### config.mk
export PLATFORM = sky130hd
export DESIGN_NAME = dotp_unit
export DESIGN_NICKNAME = d
export VERILOG_FILES = /design/src/rtl/dotp_pkg.sv /design/src/rtl/dotp_lane.sv /design/src/rtl/dotp_bcast.sv /design/src/rtl/dotp_unit.sv
export SDC_FILE = /design/constraint.sdc
export NUM_CORES = 2
export LEC_CHECK = 0
export BUFFER_PORTS_ARGS = -buffer_cell sky130_fd_sc_hd__buf_2
export CAP_MARGIN = 20
export CORE_ASPECT_RATIO = 1.4
export CORE_MARGIN = 2
export CORE_UTILIZATION = 58
export CTS_BUF_LIST = sky130_fd_sc_hd__clkbuf_16
export DETAILED_ROUTE_END_ITERATION = 10
export GPL_TIMING_DRIVEN = 0
export PLACE_DENSITY = 0.8
export SKIP_CTS_REPAIR_TIMING = 1
export SLEW_MARGIN = 5
export SYNTH_ARGS = -nofsm -noshare
export SYNTH_HDL_FRONTEND = slang
export SYNTH_SLANG_ARGS = --single-unit
### constraint.sdc
create_clock -name clk -period 0.9 [get_ports clk]
set_input_delay 0.27 -clock clk [delete_from_list [all_inputs] [get_ports clk]]
set_output_delay 0.27 -clock clk [all_outputs]
set_load 0.05 [all_outputs]
### src/rtl/dotp_pkg.sv
package dotp_pkg;
    localparam int ELEM_W   = 8;
    localparam int ELEMS    = 4;
    localparam int LANE_W   = ELEM_W * ELEMS;
    localparam int LANES    = 4;
    localparam int VEC_W    = LANE_W * LANES;
    localparam int IDX_W    = $clog2(LANES);

    typedef enum logic {
        ST_EMPTY  = 1'b0,
        ST_LOADED = 1'b1
    } out_state_t;
endpackage

### src/rtl/dotp_lane.sv
// One accumulator lane: four widened byte products summed into a lane value.
module dotp_lane #(
    parameter int EW  = 8,
    parameter int EPL = 4,
    parameter int LW  = 32
) (
    input  logic [EW*EPL-1:0] a_grp,
    input  logic [EW*EPL-1:0] b_grp,
    input  logic [LW-1:0]     acc_lane,
    input  logic              is_signed,
    input  logic              lane_on,
    output logic [LW-1:0]     lane_out
);
    localparam int XW = EW + 1;
    localparam int PW = 2 * XW;

    logic [PW-1:0] prod [EPL];

    generate
        for (genvar k = 0; k < EPL; k++) begin : g_mul
            logic signed [XW-1:0] xa;
            logic signed [XW-1:0] xb;
            logic signed [PW-1:0] p;
            assign xa = $signed({is_signed & a_grp[k*EW+EW-1], a_grp[k*EW +: EW]});
            assign xb = $signed({is_signed & b_grp[k*EW+EW-1], b_grp[k*EW +: EW]});
            assign p  = xa * xb;
            assign prod[k] = p;
        end
    endgenerate

    logic [LW-1:0] total;

    always_comb begin
        total = acc_lane;
        for (int k = 0; k < EPL; k++) begin
            total = total + {{(LW-PW){prod[k][PW-1]}}, prod[k]};
        end
        lane_out = lane_on ? total : '0;
    end
endmodule

### src/rtl/dotp_bcast.sv
// Second-operand routing: each lane's own group, or one group for all lanes.
module dotp_bcast #(
    parameter int LW    = 32,
    parameter int NL    = 4,
    parameter int IW    = 2
) (
    input  logic [LW*NL-1:0]       src_b,
    input  logic                   idx_en,
    input  logic                   wide,
    input  logic [IW-1:0]          idx_sel,
    output logic [NL-1:0][LW-1:0]  b_lanes
);
    logic [IW-1:0] eff_idx;
    logic [LW-1:0] picked;

    always_comb begin
        eff_idx = idx_sel;
        if (!wide) begin
            eff_idx[IW-1] = 1'b0;   // 64-bit form has only two groups
        end
        picked = src_b[eff_idx*LW +: LW];
    end

    generate
        for (genvar e = 0; e < NL; e++) begin : g_route
            assign b_lanes[e] = idx_en ? picked : src_b[e*LW +: LW];
        end
    endgenerate
endmodule

### src/rtl/dotp_unit.sv
module dotp_unit
    import dotp_pkg::*;
(
    input  logic              clk,
    input  logic              rst_n,
    input  logic              in_valid,
    input  logic [VEC_W-1:0]  src_a,
    input  logic [VEC_W-1:0]  src_b,
    input  logic [VEC_W-1:0]  acc_in,
    input  logic              is_signed,
    input  logic              wide,
    input  logic              idx_en,
    input  logic [IDX_W-1:0]  idx_sel,
    output logic              out_valid,
    output logic [VEC_W-1:0]  result
);
    localparam int HALF_LANES = LANES / 2;

    out_state_t state_q, state_d;

    logic [LANES-1:0][LANE_W-1:0] b_lanes;
    logic [VEC_W-1:0]             next_res;
    logic [VEC_W-1:0]             result_q;

    dotp_bcast #(
        .LW (LANE_W),
        .NL (LANES),
        .IW (IDX_W)
    ) u_bcast (
        .src_b   (src_b),
        .idx_en  (idx_en),
        .wide    (wide),
        .idx_sel (idx_sel),
        .b_lanes (b_lanes)
    );

    generate
        for (genvar e = 0; e < LANES; e++) begin : g_lane
            logic on;
            assign on = (e < HALF_LANES) ? 1'b1 : wide;
            dotp_lane #(
                .EW  (ELEM_W),
                .EPL (ELEMS),
                .LW  (LANE_W)
            ) u_lane (
                .a_grp     (src_a[e*LANE_W +: LANE_W]),
                .b_grp     (b_lanes[e]),
                .acc_lane  (acc_in[e*LANE_W +: LANE_W]),
                .is_signed (is_signed),
                .lane_on   (on),
                .lane_out  (next_res[e*LANE_W +: LANE_W])
            );
        end
    endgenerate

    // next-state logic
    always_comb begin
        state_d = state_q;
        unique case (state_q)
            ST_EMPTY:  state_d = in_valid ? ST_LOADED : ST_EMPTY;
            ST_LOADED: state_d = in_valid ? ST_LOADED : ST_EMPTY;
            default:   state_d = ST_EMPTY;
        endcase
    end

    // state register
    always_ff @(posedge clk or negedge rst_n) begin
        if (!rst_n) begin
            state_q <= ST_EMPTY;
        end else begin
            state_q <= state_d;
        end
    end

    // output register
    always_ff @(posedge clk or negedge rst_n) begin
        if (!rst_n) begin
            result_q <= '0;
        end else if (in_valid) begin
            result_q <= next_res;
        end
    end

    assign out_valid = (state_q == ST_LOADED);
    assign result    = result_q;
endmodule

Word-level counts from Yosys, hierarchy flattened
Cells that the tools add are included.
Storage, ports and cells
  register bits: 129
  bits in latches: 0
  bits in writable memories: 0
  bits in read-only memories: 0
  input port bits: 392
  output and inout bits: 129
  logic and storage cells: 75
  memories kept: 0
Operators by class
  add/sub/neg operators: 16
  multiply operators: 16
  divide/modulo/power cells: 0
  order comparisons: 0
  equality and inequality tests: 0
  shifts and indexed selects: 1
  mux-type cells: 8
  bitwise gates (word level): 32
  reduce and logical (&&, ||, !) cells: 0
Operators with widths (number)
  $add A32 B32 Y32: 16
  $mul A9 B9 Y18: 16
  $mux W32: 6
  $shiftx A128 B8 Y32: 1
  $and A1 B1 Y1: 32
  $mux W1: 2

Depth between registers and ports, before layout
  word-level depth: 10
  mapped depth: 43
  gate-level depth less buffers: 41

By module
From an unflattened synthesis, not the netlist that was laid out.
Unflattened totals
  cells, all modules: 7696
  area total of the unflattened synthesis: 71302.1 µm²
Modules (own cells, without submodules)
  dotp_lane (g_lane[1].u_lane ...): instances 2, cells an instance 1750, area an instance 15791.4 µm², sequential area each 0.0 µm²
  dotp_lane (g_lane[0].u_lane): instances 1, cells an instance 1800, area an instance 16084.2 µm², sequential area each 0.0 µm²
  dotp_lane (g_lane[3].u_lane): instances 1, cells an instance 1753, area an instance 15849.0 µm², sequential area each 0.0 µm²
  dotp_unit: instances 1, cells an instance 272, area an instance 4850.9 µm², sequential area each 3228.1 µm²
  dotp_bcast: instances 1, cells an instance 371, area an instance 2935.3 µm², sequential area each 0.0 µm²

Least setup slack after synthesis
No wires, ideal clock.
  path type: in2reg
  from: input port idx_sel[0]
  to: register result_q[63] (netlist: result[63])
  library setup time: 0.125 ns
  arrival time: 10.477 ns
  required time: 0.775 ns
  slack: -9.702 ns
  stages: 38
  buffers on the path: 3
  cell sequence: clkbuf_1 > buf_2 > buf_1 > mux4_2 > nand2_1 > o21ai_1 > and2_1 > fa_1 > inv_1 > fa_1 > inv_1 > fa_1 > fa_1 > inv_1 > fa_1 > inv_1 > ha_1 > o21ai_0 > [... 2 more ...] > o2111a_1 > a21oi_1 > xnor2_1 > inv_1 > fa_1 > fa_1 > inv_1 > fa_1 > ha_1 > and3_1 > o21ai_0 > o211ai_1 > a211oi_1 > nor4_1 > nor4b_1 > or3_1 > xnor3_1 > mux2_2
On the way
  word-level cells in the longest chain between the ends: 8
  elaborated cells on any way between the ends: 14
  classes of those cells: 4 x add/sub; 4 x mul; 1 x shift; 1 x mux; 4 x bitwise
Ends and longest elaborated chain
  start: declaration: RTL line dotp_unit.sv:13  | input logic [IDX_W-1:0] idx_sel,
  $shiftx A128 B8 Y32 (*): RTL line dotp_bcast.sv:21  | picked = src_b[eff_idx*LW +: LW];
  $mux W32 (*): RTL line dotp_bcast.sv:26  | assign b_lanes[e] = idx_en ? picked : src_b[e*LW +: LW];
  $and A1 B1 Y1: RTL line dotp_lane.sv:25  | assign xb = $signed({is_signed & b_grp[k*EW+EW-1], b_grp[k*EW +: EW]});
  $mul A9 B9 Y18: RTL line dotp_lane.sv:26  | assign p = xa * xb;
  $add A32 B32 Y32 (3 in series): RTL line dotp_lane.sv:36  | total = total + {{(LW-PW){prod[k][PW-1]}}, prod[k]};
  $add A32 B32 Y32 (*): RTL line dotp_lane.sv:36
  end signal: assignment: RTL line dotp_unit.sv:80  | result_q <= next_res;
  end: declaration: RTL line dotp_unit.sv:23  | logic [VEC_W-1:0] result_q;
Every way passes the cells marked *; elsewhere a longest branch is shown, timed or not.
A chain may end at the register's enable or synchronous reset.

Worst setup path after layout
  from: input port wide
  to: register result_q[63] (netlist: result[63])
On the way
  word-level cells in the longest chain between the ends: 9
  elaborated cells on any way between the ends: 15
  classes of those cells: 4 x add/sub; 4 x mul; 1 x shift; 2 x mux; 4 x bitwise
Ends and longest elaborated chain
  start: declaration: RTL line dotp_unit.sv:11  | input logic wide,
  $mux W1 (*): RTL line dotp_bcast.sv:18  | if (!wide) begin
  $shiftx A128 B8 Y32 (*): RTL line dotp_bcast.sv:21
  $mux W32 (*): RTL line dotp_bcast.sv:26
  $and A1 B1 Y1: RTL line dotp_lane.sv:25
  $mul A9 B9 Y18: RTL line dotp_lane.sv:26
  $add A32 B32 Y32 (3 in series): RTL line dotp_lane.sv:36
  $add A32 B32 Y32 (*): RTL line dotp_lane.sv:36
Marked as above.

==> impl_metrics.tcl <==
set metrics [dict create \
    cts_max_path_buffers 2 \
    initial_core_util_pct 58.27 \
    report.final.slew_viol_count 0 \
    post-route-util_pct 66.63 \
    drive_gt1_share_pct 15.84 \
    fin_skew_ns 0 \
    max_stage_delay_ns 0.57 \
    synthArstFlopShare_pct 100.0 \
    clkSlewWorstSetupHoldPaths_ns 0.06 \
    status "finished, violations left" \
    cap_violations 0 \
    fmax_mhz 100.9 \
    worst_path_max_delay_cell "fa_1" \
    fin_hold_ws_ns -0.3201 \
    crit_top_cell "fa_1" \
    layout_common_cells "inv_1 (1922), fa_1 (1497), nand2_1 (771)" \
    cts_made_buffers 17 \
    yosysSeqAreaShare_pct 4.656 \
    synthFlopType "dfrtp_1" \
    syn_inst 7591 \
    crit_type "input port to flip-flop" \
    dpl.hpwl_um 189200 \
    synth_cell_types 78 \
    worst-endpoint-arrival_ns 10.34 \
    drt_first_pass_iters 6 \
    overflow 0 \
    io_buffers 441 \
    vias 56417 \
    setup_viol 257 \
    crit_family "adder cells" \
    synth-seq-cells 129 \
    fin_ws_ns -9.010 \
    crit_fanout 7 \
    nets 10904 \
    n_fill_cell 9372 \
    wl_um 224700 \
    min_path_type "input port to async pin" \
    die_y_um 413.1 \
    yosys.area.top_type "fa_1" \
    synth_edf_count 0 \
    synth_area_um2 69340 \
    clock-root-buffer "clkbuf_16" \
    final_common_cell "inv_1" \
    clkSinkCount 129 \
    core_area_um2 119000 \
    drcViolationCount 0 \
    io_pins 521 \
    tightest_slew_ns 1.210 \
    die_width_um 296.2 \
    violations "hold timing, setup timing" \
    grt_pass1_wl_um 332800 \
    grt_usage_pct 36.76 \
    syn_nets 10207 \
    clk_latency_ns 0.57 \
    vias_per_cell 5.671 \
    area_growth_pct 14.35 \
    grt_pass1_vias 59549 \
    htreeDepth 4 \
    required_ns 1.33 \
    syn_area_per_cell_um2 9.134 \
    drt_iter0_markers 3499 \
    tritoncts "built" \
    grt_max_degree 68 \
    period_minus_slack_ns 9.910 \
    critPathLaunchType "input port" \
    fp-row-count 150 \
    max_slew_margin_pct 19.36 \
    design.die.area_um2 122400 \
    antenna_found_initial 91 \
    ant_nets 0 \
    finalHoldViolCount 62 \
    ys_warn_count 0 \
    place_congestion 1.010 \
    rsz0062_at_grt "true" \
    netlist_top_cells_area "fa_1 (43%), ha_1 (13%), inv_1 (11%)" \
    wire_per_inst_um 22.58 \
    cp_num_buf_inv 9 \
    period_share_pct 1101 \
    end_kind "flip-flop" \
    yosys.area.top_type_share_pct 43.42 \
]
logic make-up (layout without fill, tap and decap cells):
logic type / count (synthesis) / after routing / synth area share (%)
and+or+nand+nor: 1844 / 1844 / 12.71
buffers and inverters: 2104 / 2813 / 11.40
muxes: 74 / 74 / 1.722
adders and majority gates: 2224 / 2224 / 56.42
AOI/OAI and AO/OA: 810 / 810 / 7.776
xor gates and xnor gates: 406 / 406 / 5.323
DFF: 129 / 129 / 4.656
other: 0 / 53 / 0
sequential cells by signal (all words and copies together) (netlist names):
register,flops
out_valid,1
result,128
area by class of cell:
class,instances,area (um^2),area share [%]
diodes,53,132.6,0.1673
plain buffers,159,838.3,1.057
clock buffers,17,425.4,0.5366
clock inverters,14,251.5,0.3172
inverters,1941,7352,9.273
multi-input cells,5358,60630,76.47
flip-flops and latches,129,3228,4.072
well taps,1596,1997,2.519
repair buffers,682,4428,5.585
worst register-to-register path: stages, from the launching register on:
cell and delay (ns):
dfrtp_1 0.41, a221oi_1 0.32, nand3_1 0.11
metrics by stage:
stage	worst slack (ns)	TNS [ns]	instance area, um^2	instances	hold slack, ns
3_3_place_gp	-12.90	-1631.33	74180	9628	0.4613
5_1_grt	-9.276	-1001.06	79200	9916	-0.2819
6_report	-9.010	-967.02	79280	9949	-0.3201
4_1_cts	-11.02	-1144.33	75500	9708	-0.3433
2_1_floorplan	-8.859	-885.82	69980	7591	-0.02559
3_5_place_dp	-11.58	-1153.42	74820	9677	0.2553
path summary, 6_finish.rpt:
path	start	slack, ns	end	depth (start not counted)
worst min-delay path	rst_n	-0.32	result[101]$_DFFE_PN0P_	1
max in group asynchronous	rst_n	0.37	result[28]$_DFFE_PN0P_	2
worst max-delay path	wide	-9.01	result[63]$_DFFE_PN0P_	42
worst min register to register	result[45]$_DFFE_PN0P_	0.48	result[45]$_DFFE_PN0P_	1
worst max register to register	result[125]$_DFFE_PN0P_	-0.06	result[125]$_DFFE_PN0P_	2
min in group clk	in_valid	0.17	out_valid$_DFF_PN0_	1
cells in the mapped netlist (14+ instances only):
cell type     n
nor2_1      256
a22o_1       49
o21bai_1     58
xor2_1       84
and3_1       22
clkbuf_1     79
nand3_1      60
nand2b_1     61
mux4_2       32
a21o_1       87
o211ai_1     15
buf_1        81
fa_1       1504
mux2_2       42
or3_1        27
ha_1        720
a21boi_1     21
o31a_1       17
inv_1      1941
or2_2        84
a21oi_1     186
dfrtp_1     129
nor2b_1     167
o21ai_1     112
a211oi_1     14
xnor2_1     309
nor3_1       28
nand2_1     801
o21ai_0      97
o21a_1       43
and2_1      311
per-layer routing:
layer	GRT usage [%]	vias up	share of wire, %	routed length [um]
li1	-	24364	-	-
met1	40.90	28518	33	74800
met2	59.80	2662	47	106000
met3	12.72	805	12	26060
met4	23.88	68	7.7	17330
met5	0	-	0.21	465
Power is left out: the tool's default activity adds up to more than one toggle a clock period on the data nets, which glitch-free logic cannot reach.
